$ cat config.mk
export PLATFORM = sky130hd
export DESIGN_NAME = wdog_win
export DESIGN_NICKNAME = d
export VERILOG_FILES = /design/src/rtl/wdog_win_pkg.sv /design/src/rtl/wdog_win_ctrl.sv /design/src/rtl/wdog_win_cnt.sv /design/src/rtl/wdog_win_seq.sv /design/src/rtl/wdog_win.sv
export SDC_FILE = /design/constraint.sdc
export NUM_CORES = 1
export LEC_CHECK = 0
export ABC_AREA = 1
export BUFFER_PORTS_ARGS = -buffer_cell sky130_fd_sc_hd__buf_2
export CORE_ASPECT_RATIO = 0.7
export CORE_UTILIZATION = 45
export DETAILED_ROUTE_END_ITERATION = 10
export GPL_TIMING_DRIVEN = 0
export PLACE_DENSITY = 0.74
export SETUP_SLACK_MARGIN = 0.4
export SYNTH_ARGS = -nofsm -noshare
export SYNTH_HDL_FRONTEND = slang
export SYNTH_HIERARCHICAL = 1
export SYNTH_SLANG_ARGS = --single-unit
$ cat constraint.sdc
create_clock -name clk_i -period 5.53 [get_ports clk_i]
set_input_delay 0.553 -clock clk_i [delete_from_list [all_inputs] [get_ports clk_i]]
set_output_delay 0.553 -clock clk_i [all_outputs]
set_load 0.02 [all_outputs]
$ cat src/rtl/wdog_win_pkg.sv
package wdog_win_pkg;
  typedef struct packed {
    logic       win;
    logic       frz;
    logic [2:0] rate;
  } ctrl_t;

  localparam logic [7:0] KEY_OPEN  = 8'h55;
  localparam logic [7:0] KEY_CLOSE = 8'hAA;
  localparam logic       SEL_CTRL  = 1'b0;
  localparam logic       SEL_ARM   = 1'b1;
endpackage

$ cat src/rtl/wdog_win_ctrl.sv
module wdog_win_ctrl
  import wdog_win_pkg::*;
#(
  parameter logic [4:0] RST_VAL = 5'h00
) (
  input  logic       clk_i,
  input  logic       rst_ni,
  input  logic       wr_i,
  input  logic [4:0] wdata_i,
  output ctrl_t      ctrl_o,
  output logic       start_o
);
  ctrl_t ctrl_q;
  logic  locked_q;

  assign ctrl_o  = ctrl_q;
  // accepted write with nonzero rate opens a fresh period
  assign start_o = wr_i && !locked_q && (wdata_i[2:0] != 3'd0);

  always_ff @(posedge clk_i or negedge rst_ni) begin
    if (!rst_ni) begin
      ctrl_q   <= ctrl_t'(RST_VAL);
      locked_q <= 1'b0;
    end else if (wr_i && !locked_q) begin
      ctrl_q   <= ctrl_t'(wdata_i);
      locked_q <= 1'b1;
    end
  end

  p_write_once_r2: assert property (@(posedge clk_i) disable iff (!rst_ni)
    (wr_i && locked_q) |=> $stable(ctrl_q));
endmodule

$ cat src/rtl/wdog_win_cnt.sv
module wdog_win_cnt
  import wdog_win_pkg::*;
#(
  parameter int unsigned BASE_SHIFT = 12
) (
  input  logic  clk_i,
  input  logic  rst_ni,
  input  ctrl_t ctrl_i,
  input  logic  start_i,
  input  logic  restart_i,
  input  logic  halt_i,
  output logic  expire_o,
  output logic  win_open_o
);
  localparam int unsigned CW = BASE_SHIFT + 15;

  logic [CW-1:0] cnt_q, period, thr;
  logic          en, hold;

  assign en     = ctrl_i.rate != 3'd0;
  assign hold   = ctrl_i.frz && halt_i;
  assign period = CW'(1) << (BASE_SHIFT + 2 * int'(ctrl_i.rate));
  assign thr    = period - (period >> 2);

  assign expire_o   = en && !hold && (cnt_q == period - CW'(1));
  assign win_open_o = en && (!ctrl_i.win || cnt_q >= thr);

  always_ff @(posedge clk_i or negedge rst_ni) begin
    if (!rst_ni)                cnt_q <= '0;
    else if (start_i || restart_i) cnt_q <= '0;
    else if (en && !hold)       cnt_q <= expire_o ? '0 : cnt_q + CW'(1);
  end

  p_restart_zero_r5: assert property (@(posedge clk_i) disable iff (!rst_ni)
    restart_i |=> (cnt_q == '0));
  p_freeze_hold_r9: assert property (@(posedge clk_i) disable iff (!rst_ni)
    (en && hold && !start_i && !restart_i) |=> $stable(cnt_q));
  p_in_range_r4: assert property (@(posedge clk_i) disable iff (!rst_ni)
    en |-> (cnt_q < period));
endmodule

$ cat src/rtl/wdog_win_seq.sv
module wdog_win_seq
  import wdog_win_pkg::*;
(
  input  logic       clk_i,
  input  logic       rst_ni,
  input  logic       en_i,
  input  logic       win_open_i,
  input  logic       wr_i,
  input  logic [7:0] wdata_i,
  input  logic       clear_i,
  output logic       service_o,
  output logic       fault_o
);
  logic armed_q, act, is_open, is_close;

  assign act      = en_i && wr_i;
  assign is_open  = wdata_i == KEY_OPEN;
  assign is_close = wdata_i == KEY_CLOSE;

  assign service_o = act && win_open_i && is_close && armed_q;
  assign fault_o   = act && (!win_open_i || !(is_open || (is_close && armed_q)));

  always_ff @(posedge clk_i or negedge rst_ni) begin
    if (!rst_ni)                              armed_q <= 1'b0;
    else if (fault_o || service_o || clear_i) armed_q <= 1'b0;
    else if (act && win_open_i && is_open)    armed_q <= 1'b1;
  end

  p_seq_consumed_r5: assert property (@(posedge clk_i) disable iff (!rst_ni)
    service_o |=> !armed_q);
  p_idle_no_arm_r3: assert property (@(posedge clk_i) disable iff (!rst_ni)
    (!en_i && !armed_q) |=> !armed_q);
endmodule

$ cat src/rtl/wdog_win.sv
module wdog_win
  import wdog_win_pkg::*;
#(
  parameter int unsigned BASE_SHIFT = 12,
  parameter logic [4:0]  CTRL_RST   = 5'h00
) (
  input  logic       clk_i,
  input  logic       rst_ni,
  input  logic       wr_en_i,
  input  logic       addr_i,
  input  logic [7:0] wdata_i,
  output logic [7:0] rdata_o,
  input  logic       dbg_halt_i,
  output logic       rst_req_o,
  output logic       win_open_o
);
  ctrl_t ctrl;
  logic  start, expire, service, fault, ctrl_wr, arm_wr, en, rst_req_q;

  assign ctrl_wr = wr_en_i && (addr_i == SEL_CTRL);
  assign arm_wr  = wr_en_i && (addr_i == SEL_ARM);
  assign en      = ctrl.rate != 3'd0;

  wdog_win_ctrl #(.RST_VAL(CTRL_RST)) i_ctrl (
    .clk_i, .rst_ni, .wr_i(ctrl_wr), .wdata_i(wdata_i[4:0]),
    .ctrl_o(ctrl), .start_o(start)
  );

  wdog_win_cnt #(.BASE_SHIFT(BASE_SHIFT)) i_cnt (
    .clk_i, .rst_ni, .ctrl_i(ctrl), .start_i(start),
    .restart_i(service || fault), .halt_i(dbg_halt_i),
    .expire_o(expire), .win_open_o(win_open_o)
  );

  wdog_win_seq i_seq (
    .clk_i, .rst_ni, .en_i(en), .win_open_i(win_open_o), .wr_i(arm_wr),
    .wdata_i, .clear_i(expire), .service_o(service), .fault_o(fault)
  );

  always_ff @(posedge clk_i or negedge rst_ni) begin
    if (!rst_ni) rst_req_q <= 1'b0;
    else         rst_req_q <= expire || fault;
  end

  assign rst_req_o = rst_req_q;
  assign rdata_o   = (addr_i == SEL_CTRL) ? {3'b000, ctrl} : 8'h00;

  p_quiet_off_r3: assert property (@(posedge clk_i) disable iff (!rst_ni)
    !en |=> !rst_req_o);
  p_early_arm_r7: assert property (@(posedge clk_i) disable iff (!rst_ni)
    (arm_wr && en && ctrl.win && !win_open_o) |=> rst_req_o);
  p_bad_key_r6: assert property (@(posedge clk_i) disable iff (!rst_ni)
    (arm_wr && en && wdata_i != KEY_OPEN && wdata_i != KEY_CLOSE) |=> rst_req_o);
endmodule

==> flow_summary.json <==
{
  "dp_slack_ps": -751.8,
  "placed_cell_area_sq_um": 4374,
  "grt_pass1_wl_mm": 19.82,
  "synth_xor_area_frac": 0.07238,
  "synthArstFlopShare": 1.000,
  "grt_overflow": 0,
  "cts_tree": "built",
  "die_w_microns": 116.3,
  "cp_max_fo": 6,
  "clock_path_buffers": 2,
  "synthCells": 643,
  "antenna_found_initial": 0,
  "hold_viol": 0,
  "clock_sink_count": 35,
  "final_common_cell": "nand2_1",
  "path_clk_slew_ps": 60,
  "wl_per_cell_microns": 16.98,
  "postCtsHoldBufs": 0,
  "max_slew_margin": 0.4300,
  "rsz0062_at_grt": "true",
  "drv_slew": 0,
  "core_area_sq_um": 8653,
  "crit_top_cell": "nor2_1",
  "die_h_microns": 82.00,
  "track_usage": 0.2800,
  "synthesis.area_per_instance_sq_um": 6.398,
  "synth_adder_area_share": 0.1460,
  "yosysSeqAreaShare": 0.2129,
  "synth-seq-cells": 35,
  "synth_cell_type_count": 42,
  "status": "finished, final reports clean",
  "yosysTopAreaCell": "dfrtp_1",
  "cpPeakStageDelay_ps": 390,
  "fin_skew_ps": 8.824,
  "power_w": 0.0007358,
  "required_ps": 5750,
  "layout_min_cycle_time_ps": 5131,
  "critPathLaunchType": "flop",
  "fin_area_sq_um": 5219,
  "synth_simple_gate_area_frac": 0.3820,
  "ys_warn_count": 6,
  "ios": 23,
  "grt_pass1_vias": 3876,
  "cts-root-buf": "clkbuf_16",
  "die-area_sq_um": 9534,
  "period_share": 0.9278,
  "hpwl_mm": 10.02,
  "worst_path_max_delay_cell": "dfrtp_2",
  "place_congestion": 0.9766,
  "cts_buffers": 5,
  "num_rows": 28,
  "seq_area_sq_um": 879.6,
  "netlist_area_sq_um": 4114,
  "powerDensity_nw_per_um2": 141.0,
  "tns_ps": 0,
  "p_leak_nw": 2.702,
  "drt_wl_total_mm": 14.09,
  "areaGrowthSynthToFinish_pct": 26.86,
  "htreeDepth": 2,
  "hold_path_class": "in -> async",
  "num_antenna_cells": 0,
  "synth_mux_area_frac": 0,
  "maxCapViolCount": 0,
  "multiInputGateArea_sq_um": 3169,
  "num-fill-cells": 821,
  "clock_latency_ps": 290,
  "synthTopCellsByArea": "dfrtp_1 21%, nand2_1 17%, ha_1 15%, inv_1 7.0%, xor2_1 6.4%",
  "synth_compound_area_frac": 0.08668,
  "remaining_drc_errors": 0,
  "drt_iter0_drc": 471,
  "io_buffer_count": 19,
  "synth_flop_cell": "dfrtp_1",
  "setup_slack_ps": 399.1,
  "cp-end-kind": "flop",
  "vias": 4556,
  "via_per_inst": 5.489,
  "critPathArrivalTime_ps": 5350,
  "initial_core_util": 0.4754,
  "synth_enable_flop_cells": 0,
  "tightest_slew_ps": 855.1,
  "final_nets": 770,
  "final_cell_mix": "173 x nand2_1, 71 x inv_1, 60 x nor2_1",
  "grt_max_degree": 36,
  "synth_top_area_frac": 0.2129,
  "synth_top_family_by_area": "simple AND/OR/NAND/NOR gates",
  "drive_above_1_share": 0.2408,
  "fmax_ghz": 0.1949,
  "crit_type": "reg -> reg",
  "dr.pass1.iters": 7,
  "final_util": 0.6031,
  "peakVddDrop_v": 0.0001055,
  "setup_violations": 0,
  "ant_nets": 0
}
[area by class of cell]
| class | instances | area share |
|---|---|---|
| Inverter | 86 | 0.06329 |
| Tap cell | 120 | 0.02877 |
| Sequential cell | 35 | 0.1685 |
| Timing Repair Buffer | 56 | 0.07960 |
| Multi-Input combinational cell | 511 | 0.6073 |
| Buffer | 14 | 0.01942 |
| Clock buffer | 5 | 0.02398 |
| Clock inverter | 3 | 0.009111 |
[state kept, by name, indices dropped and copies added, names as in the netlist]
signal	cells
i_ctrl/ctrl_o	5
i_cnt/cnt_q	27
i_ctrl/locked_q	1
rst_req_o	1
i_seq/armed_q	1
[synthesized netlist by cell type, drive strengths merged, types with 3 or more instances]
cell type / count
inv: 85
or2: 3
nand4: 15
nor4: 8
o21ai: 38
nand3: 43
nor2: 72
dfrtp: 35
xor2: 30
a21oi: 18
nand3b: 4
nand2: 193
buf: 8
xnor2: 4
nor3: 19
clkbuf: 6
ha: 48
[report_power, final]
part           switching [W]  total (W)  internal (W)
registers          0.0000193   0.000285      0.000265
logic              0.0000713   0.000110     0.0000388
clock network       0.000126   0.000341      0.000215
[critical path: cells and delay by family (launching register included)]
| kind | cells | cell delay, ps |
|---|---|---|
| and+or+nand+nor | 17 | 2100 |
| adders and majority gates | 3 | 890 |
| AOI/OAI and AO/OA | 6 | 790 |
| buffers and inverters | 8 | 750 |
| DFF | 1 | 390 |
| xor gates and xnor gates | 1 | 160 |
[stage by stage]
step / cells / hold WS [ps]
after floorplan: 645 / 257.4
after global placement: 784 / 494.3
after detailed placement: 784 / 496.1
after CTS: 800 / 398.7
after global routing: 830 / 452.5
final: 830 / 366.0
[path summary, 6_finish.rpt]
path / startpoint / endpoint / slack [ps] / cells after the start
setup / recovery: i_ctrl/ctrl_o[1] / i_cnt/cnt_q[24] / 400 / 35
hold / removal: rst_ni / i_ctrl/locked_q / 370 / 1
setup reg to reg: i_ctrl/ctrl_o[1] / i_cnt/cnt_q[24] / 400 / 35
hold reg to reg: i_ctrl/ctrl_o[3] / i_ctrl/ctrl_o[3] / 520 / 2
max in group asynchronous: rst_ni / i_ctrl/ctrl_o[1] / 4590 / 1
min in group clk_i: i_ctrl/ctrl_o[3] / i_ctrl/ctrl_o[3] / 520 / 2
[metal layers]
metal / part of all wire / up-vias / track usage
met3: 0.086 / 21 / 0.05461
li1: - / 2202 / -
met4: 0.015 / 0 / 0.06026
met5: 0 / - / 0
met1: 0.46 / 2125 / 0.4275
met2: 0.44 / 208 / 0.3970
[logic make-up (layout without fill, tap and decap cells)]
| logic type | after synthesis | count (layout) |
|---|---|---|
| AND/OR/NAND/NOR | 359 | 360 |
| buffers and inverters | 100 | 164 |
| AO/OA/AOI/OAI | 66 | 66 |
| adder cells (fa/ha/maj) | 48 | 48 |
| flip-flops | 35 | 35 |
| XOR/XNOR | 34 | 34 |
| other | 1 | 3 |
[timing repair]
item,4_1_cts,5_1_grt
gates resized for setup,20,70
hold endpoints to repair,0,0
gates cloned,0,4
pin swaps,8,34
buffers inserted,8,26
endpoints found under the setup margin,28,28
Power figures use the tool's default switching activity.
